--- src/rtl/ip_stride_pf_pkg.sv ---
package ip_stride_pf_pkg;
  typedef enum logic [1:0] {
    TR_ALLOC   = 2'd0,
    TR_AGREE   = 2'd1,
    TR_RESTART = 2'd2
  } train_e;
endpackage

--- src/rtl/ip_stride_pf_table.sv ---
module ip_stride_pf_table #(
  parameter int unsigned ENTRIES = 16,
  parameter int unsigned TAG_W   = 26,
  parameter int unsigned ADDR_W  = 32,
  parameter int unsigned CONF_W  = 2,
  localparam int unsigned IDX_W  = $clog2(ENTRIES)
) (
  input  logic              clk_i,
  input  logic              rst_ni,
  input  logic [IDX_W-1:0]  rd_idx_i,
  output logic              rd_vld_o,
  output logic [TAG_W-1:0]  rd_tag_o,
  output logic [ADDR_W-1:0] rd_last_o,
  output logic [ADDR_W-1:0] rd_stride_o,
  output logic [CONF_W-1:0] rd_conf_o,
  input  logic              we_i,
  input  logic [IDX_W-1:0]  wr_idx_i,
  input  logic [TAG_W-1:0]  wr_tag_i,
  input  logic [ADDR_W-1:0] wr_last_i,
  input  logic [ADDR_W-1:0] wr_stride_i,
  input  logic [CONF_W-1:0] wr_conf_i
);
  logic              vld_q    [ENTRIES];
  logic [TAG_W-1:0]  tag_q    [ENTRIES];
  logic [ADDR_W-1:0] last_q   [ENTRIES];
  logic [ADDR_W-1:0] stride_q [ENTRIES];
  logic [CONF_W-1:0] conf_q   [ENTRIES];

  always_ff @(posedge clk_i or negedge rst_ni) begin
    if (!rst_ni) begin
      for (int e = 0; e < ENTRIES; e++) begin
        vld_q[e]    <= 1'b0;
        tag_q[e]    <= '0;
        last_q[e]   <= '0;
        stride_q[e] <= '0;
        conf_q[e]   <= '0;
      end
    end else if (we_i) begin
      vld_q[wr_idx_i]    <= 1'b1;
      tag_q[wr_idx_i]    <= wr_tag_i;
      last_q[wr_idx_i]   <= wr_last_i;
      stride_q[wr_idx_i] <= wr_stride_i;
      conf_q[wr_idx_i]   <= wr_conf_i;
    end
  end

  assign rd_vld_o    = vld_q[rd_idx_i];
  assign rd_tag_o    = tag_q[rd_idx_i];
  assign rd_last_o   = last_q[rd_idx_i];
  assign rd_stride_o = stride_q[rd_idx_i];
  assign rd_conf_o   = conf_q[rd_idx_i];
endmodule

--- src/rtl/ip_stride_pf_train.sv ---
module ip_stride_pf_train
  import ip_stride_pf_pkg::*;
#(
  parameter int unsigned TAG_W      = 26,
  parameter int unsigned ADDR_W     = 32,
  parameter int unsigned CONF_W     = 2,
  parameter int unsigned ISSUE_CONF = 2
) (
  input  logic              obs_valid_i,
  input  logic [TAG_W-1:0]  tag_i,
  input  logic [ADDR_W-1:0] addr_i,
  input  logic              ent_vld_i,
  input  logic [TAG_W-1:0]  ent_tag_i,
  input  logic [ADDR_W-1:0] ent_last_i,
  input  logic [ADDR_W-1:0] ent_stride_i,
  input  logic [CONF_W-1:0] ent_conf_i,
  output logic [ADDR_W-1:0] upd_stride_o,
  output logic [CONF_W-1:0] upd_conf_o,
  output logic              cand_valid_o,
  output logic [ADDR_W-1:0] cand_addr_o
);
  localparam logic [CONF_W-1:0] CONF_MAX = '1;
  localparam logic [CONF_W-1:0] CONF_THR = CONF_W'(ISSUE_CONF);

  logic [ADDR_W-1:0] step;
  train_e            act;

  assign step = addr_i - ent_last_i;  // two's complement step

  always_comb begin
    if (!ent_vld_i || ent_tag_i != tag_i)            act = TR_ALLOC;
    else if (step == ent_stride_i && step != '0)     act = TR_AGREE;
    else                                             act = TR_RESTART;
  end

  always_comb begin
    unique case (act)
      TR_AGREE: begin
        upd_stride_o = ent_stride_i;
        upd_conf_o   = (ent_conf_i == CONF_MAX) ? CONF_MAX : ent_conf_i + 1'b1;
      end
      TR_RESTART: begin
        upd_stride_o = step;
        upd_conf_o   = '0;
      end
      default: begin
        upd_stride_o = '0;
        upd_conf_o   = '0;
      end
    endcase
  end

  assign cand_valid_o = obs_valid_i && (act == TR_AGREE) && (upd_conf_o >= CONF_THR);
  assign cand_addr_o  = addr_i + step;
endmodule

--- src/rtl/ip_stride_pf_out.sv ---
module ip_stride_pf_out #(
  parameter int unsigned ADDR_W = 32
) (
  input  logic              clk_i,
  input  logic              rst_ni,
  input  logic              cand_valid_i,
  input  logic [ADDR_W-1:0] cand_addr_i,
  output logic              pf_valid_o,
  output logic [ADDR_W-1:0] pf_addr_o,
  input  logic              pf_ready_i
);
  logic stalled;
  assign stalled = pf_valid_o && !pf_ready_i;

  // stalled slot holds; candidates arriving meanwhile are discarded
  always_ff @(posedge clk_i or negedge rst_ni) begin
    if (!rst_ni) begin
      pf_valid_o <= 1'b0;
      pf_addr_o  <= '0;
    end else if (!stalled) begin
      pf_valid_o <= cand_valid_i;
      if (cand_valid_i) pf_addr_o <= cand_addr_i;
    end
  end
endmodule

--- src/rtl/ip_stride_pf.sv ---
module ip_stride_pf #(
  parameter int unsigned IP_W       = 32,
  parameter int unsigned ADDR_W     = 32,
  parameter int unsigned ENTRIES    = 16,
  parameter int unsigned IDX_LSB    = 2,
  parameter int unsigned CONF_W     = 2,
  parameter int unsigned ISSUE_CONF = 2
) (
  input  logic              clk_i,
  input  logic              rst_ni,
  input  logic              obs_valid_i,
  input  logic [IP_W-1:0]   obs_ip_i,
  input  logic [ADDR_W-1:0] obs_addr_i,
  output logic              pf_valid_o,
  output logic [ADDR_W-1:0] pf_addr_o,
  input  logic              pf_ready_i
);
  localparam int unsigned IDX_W   = $clog2(ENTRIES);
  localparam int unsigned TAG_LSB = IDX_LSB + IDX_W;
  localparam int unsigned TAG_W   = IP_W - TAG_LSB;

  logic [IDX_W-1:0]  idx;
  logic [TAG_W-1:0]  tag;
  logic              ent_vld;
  logic [TAG_W-1:0]  ent_tag;
  logic [ADDR_W-1:0] ent_last, ent_stride, upd_stride, cand_addr;
  logic [CONF_W-1:0] ent_conf, upd_conf;
  logic              cand_valid;

  assign idx = obs_ip_i[IDX_LSB +: IDX_W];
  assign tag = obs_ip_i[IP_W-1:TAG_LSB];

  generate
    if (IDX_LSB > 0) begin : g_low_bits
      logic unused_ip_low;
      assign unused_ip_low = ^obs_ip_i[IDX_LSB-1:0];
    end
  endgenerate

  ip_stride_pf_table #(
    .ENTRIES(ENTRIES), .TAG_W(TAG_W), .ADDR_W(ADDR_W), .CONF_W(CONF_W)
  ) u_table (
    .clk_i      (clk_i),
    .rst_ni     (rst_ni),
    .rd_idx_i   (idx),
    .rd_vld_o   (ent_vld),
    .rd_tag_o   (ent_tag),
    .rd_last_o  (ent_last),
    .rd_stride_o(ent_stride),
    .rd_conf_o  (ent_conf),
    .we_i       (obs_valid_i),
    .wr_idx_i   (idx),
    .wr_tag_i   (tag),
    .wr_last_i  (obs_addr_i),
    .wr_stride_i(upd_stride),
    .wr_conf_i  (upd_conf)
  );

  ip_stride_pf_train #(
    .TAG_W(TAG_W), .ADDR_W(ADDR_W), .CONF_W(CONF_W), .ISSUE_CONF(ISSUE_CONF)
  ) u_train (
    .obs_valid_i (obs_valid_i),
    .tag_i       (tag),
    .addr_i      (obs_addr_i),
    .ent_vld_i   (ent_vld),
    .ent_tag_i   (ent_tag),
    .ent_last_i  (ent_last),
    .ent_stride_i(ent_stride),
    .ent_conf_i  (ent_conf),
    .upd_stride_o(upd_stride),
    .upd_conf_o  (upd_conf),
    .cand_valid_o(cand_valid),
    .cand_addr_o (cand_addr)
  );

  ip_stride_pf_out #(.ADDR_W(ADDR_W)) u_out (
    .clk_i       (clk_i),
    .rst_ni      (rst_ni),
    .cand_valid_i(cand_valid),
    .cand_addr_i (cand_addr),
    .pf_valid_o  (pf_valid_o),
    .pf_addr_o   (pf_addr_o),
    .pf_ready_i  (pf_ready_i)
  );
endmodule

--- config.mk ---
export PLATFORM = sky130hd
export DESIGN_NAME = ip_stride_pf
export DESIGN_NICKNAME = d
export VERILOG_FILES = /design/src/rtl/ip_stride_pf_pkg.sv /design/src/rtl/ip_stride_pf_table.sv /design/src/rtl/ip_stride_pf_train.sv /design/src/rtl/ip_stride_pf_out.sv /design/src/rtl/ip_stride_pf.sv
export SDC_FILE = /design/constraint.sdc
export NUM_CORES = 2
export LEC_CHECK = 0
export BUFFER_PORTS_ARGS = -buffer_cell sky130_fd_sc_hd__buf_2
export CORE_MARGIN = 2
export CORE_UTILIZATION = 55
export CTS_BUF_LIST = sky130_fd_sc_hd__clkbuf_8
export CTS_CLUSTER_DIAMETER = 50
export CTS_CLUSTER_SIZE = 40
export DETAILED_ROUTE_END_ITERATION = 7
export PLACE_DENSITY = 0.7
export SETUP_SLACK_MARGIN = 0.15
export SYNTH_ARGS = -nofsm -noshare
export SYNTH_HDL_FRONTEND = slang
export SYNTH_SLANG_ARGS = --single-unit
--- constraint.sdc ---
create_clock -name clk_i -period 7.3 [get_ports clk_i]
set_input_delay 1.095 -clock clk_i [delete_from_list [all_inputs] [get_ports clk_i]]
set_output_delay 1.095 -clock clk_i [all_outputs]
set_load 0.02 [all_outputs]
==> impl_metrics.env <==
export IMPL_synth_seq_area_share_pct=52.74
export IMPL_syn2layout_area_growth_pct=7.795
export IMPL_cts_tree="built"
export IMPL_post_cts_buffers=0
export IMPL_die_x_microns=366.2
export IMPL_yosys_area_share_simple_pct=9.838
export IMPL_wl_microns=192000
export IMPL_cap_violations=0
export IMPL_synth_edf_count=0
export IMPL_cp_required_ps=8150
export IMPL_dieArea_sq_mm=0.1341
export IMPL_avgSynthCellArea_sq_um=11.66
export IMPL_numCtsBuffers=139
export IMPL_syn_nets=6327
export IMPL_rsz0062_at_grt="no"
export IMPL_crit_fanout=15
export IMPL_ys_ff_latch=1521
export IMPL_fmax_mhz=158.1
export IMPL_final_cell_mix="dfrtp_1, nand2_1, o21ai_0"
export IMPL_rows=132
export IMPL_synth_warnings=0
export IMPL_grt_overflow=0
export IMPL_htree_levels=4
export IMPL_relSlewSlack_pct=23.21
export IMPL_ctsHoldBuffers=0
export IMPL_drc=0
export IMPL_io_buffers=98
export IMPL_io_pins=101
export IMPL_finalClockSkew_ps=58.79
export IMPL_synth_compound_area_share_pct=8.680
export IMPL_synthAdderAreaFrac_pct=1.217
export IMPL_finalHoldViolations=0
export IMPL_detail_route_antenna_nets=0
export IMPL_peakVddDrop_mv=0.1810
export IMPL_fin_area_sq_mm=0.07779
export IMPL_wl_per_cell_microns=24.24
export IMPL_synth_top_family_by_area="multiplexers"
export IMPL_power_leakage_nw=34.89
export IMPL_netlist_area_sq_mm=0.07216
export IMPL_vias_per_cell=6.152
export IMPL_critPathArrivalTime_ps=7180
export IMPL_timing_final_crit_share_pct=86.66
export IMPL_clock_path_buffers=3
export IMPL_drt_iter0_markers=4786
export IMPL_synth_area_leaders="dfrtp_1, mux4_2, mux2_2"
export IMPL_grt_usage_pct=28.90
export IMPL_status="completed"
export IMPL_end_kind="register"
export IMPL_async_reset_ff_share_pct=100.0
export IMPL_pwr_density_cell_mw_per_mm2=273.7
export IMPL_synth_cell_types=81
export IMPL_cts_root_buf="clkbuf_8"
export IMPL_via_count=48740
export IMPL_cp_start_kind="input port"
export IMPL_syn_inst=6190
export IMPL_setup_violations=0
export IMPL_fin_nets=6199
export IMPL_synth_xor_area_share_pct=1.196
export IMPL_synthFlopType="dfrtp_1"
export IMPL_antenna_found_initial=3
export IMPL_dpl_hpwl_microns=115300
export IMPL_clock_latency_ps=930
export IMPL_tightest_slew_ps=1152
export IMPL_worstSetupPathType="in -> reg"
export IMPL_grt_max_degree=180
export IMPL_timing_final_crit_period_ps=6326
export IMPL_drive_above_1_share_pct=24.98
export IMPL_synth_area_mux_share_pct=22.94
export IMPL_hold_path_class="in -> async"
export IMPL_layout_commonest_cell="dfrtp_1"
export IMPL_start_util_pct=55.59
export IMPL_final_setup_tns_ps=0
export IMPL_gp_congestion=0.9031
export IMPL_dpl_cell_area_sq_mm=0.07458
export IMPL_grt_pass1_wl_microns=298500
export IMPL_report_power_total_mw=21.29
export IMPL_core_area_sq_mm=0.1298
export IMPL_cts_clk_slew_worst_paths_ps=100
export IMPL_netlist_area_leader_share_pct=52.74
export IMPL_slew_viol_final=0
export IMPL_clock_sinks=1521
export IMPL_synth_top_cell_by_area="dfrtp_1"
export IMPL_cts_resized=0
export IMPL_die_h_microns=366.2
export IMPL_grt_pass1_vias=48730
export IMPL_drt_first_pass_iters=5
==> flip-flops by register name (all words and copies together), names as in the netlist <==
register	cells
u_table.conf_q	32
u_out.pf_valid_o	1
u_out.pf_addr_o	32
u_table.vld_q	16
u_table.tag_q	416
u_table.last_q	512
u_table.stride_q	512
==> stage by stage <==
| step | setup slack (ps) | instances | hold slack [ps] | utilization (%) |
|---|---|---|---|---|
| 3_3_place_gp | 182.7 | 7663 | 444.2 | 57.45 |
| 6_report | 974.1 | 7922 | 96.82 | 59.92 |
| 2_1_floorplan | 43.62 | 6190 | 428.7 | - |
| 4_1_cts | 1120 | 7919 | 202.5 | 59.92 |
| 5_1_grt | 701.0 | 7921 | 173.7 | 59.92 |
| 3_5_place_dp | 129.3 | 7663 | 449.2 | 57.45 |
==> synthesized netlist by cell type (all sizes together), types with 13 or more instances <==
master and instances:
a21o 29, a21oi 79, a22oi 19, a31oi 17
and2 24, and3 15, buf 132, clkbuf 393
dfrtp 1521, ha 67, inv 67, mux2 588
mux2i 93, mux4 395, nand2 1408, nand2b 31
nand3 47, nand3b 14, nand4 20, nor2 56
nor3 35, nor4 13, o21ai 802, o22ai 20
or3 32, xnor2 57, xor2 33
==> critical path: stages <==
cell      delay, ps
buf_8           190
buf_12          200
buf_4           250
mux4_2          560
mux4_2          510
inv_1           110
ha_1            290
a21o_1          220
a31oi_1         440
mux2_2          410
a311oi_2        390
ha_1            350
and3_1          170
nand3_1          80
o21ai_0          80
a31o_2          250
a41oi_1         280
a21oi_1         180
a41oi_1         260
a21oi_1         190
or3_1           370
o211ai_1         90
mux2_4          160
==> layout make-up <==
type                       instances  area, sq um
fill                           10500        52030
sequential                      1521        38060
multi-input combinational       4076        31950
tap                             1742         2180
timing repair buffer             256         2130
clock buffer                     150         2064
clock inverter                   106         1132
inverter                          68        260.3
antenna                            3        7.507
==> power breakdown <==
| part | switching (mW) | internal (mW) |
|---|---|---|
| Sequential | 0.569 | 9.56 |
| Combinational | 2.97 | 2.47 |
| Clock | 3.37 | 2.34 |
| Total | 6.92 | 14.4 |
==> metal layers <==
| layer | vias up | wire length [microns] | track usage [%] |
|---|---|---|---|
| li1 | 21600 | - | - |
| met1 | 25260 | 83570 | 41.59 |
| met2 | 1588 | 92130 | 46.55 |
| met3 | 294 | 11610 | 3.894 |
| met4 | 2 | 4703 | 8.017 |
| met5 | - | 9 | 0 |
==> path summary, 6_finish.rpt <==
path	startpoint	to	slack (ps)	depth (start not counted)
max	obs_ip_i[2]	u_out.pf_addr_o[28]	970	23
min	rst_ni	u_table.last_q[507]	100	1
max reg2reg	u_table.last_q[72]	u_out.pf_addr_o[29]	1380	20
min reg2reg	u_table.vld_q[7]	u_table.vld_q[7]	470	1
max in group asynchronous	rst_ni	u_table.last_q[422]	5360	2
min in group clk_i	u_table.vld_q[7]	u_table.vld_q[7]	470	1
==> logic make-up after synthesis <==
kind of cell / count (synthesis)
xor+xnor: 93
mux: 1076
compound gates: 1111
fa+ha+maj: 69
flops: 1521
simple gates: 1727
buf+inv: 593
Note: power is estimated with default switching activity, not from simulation.
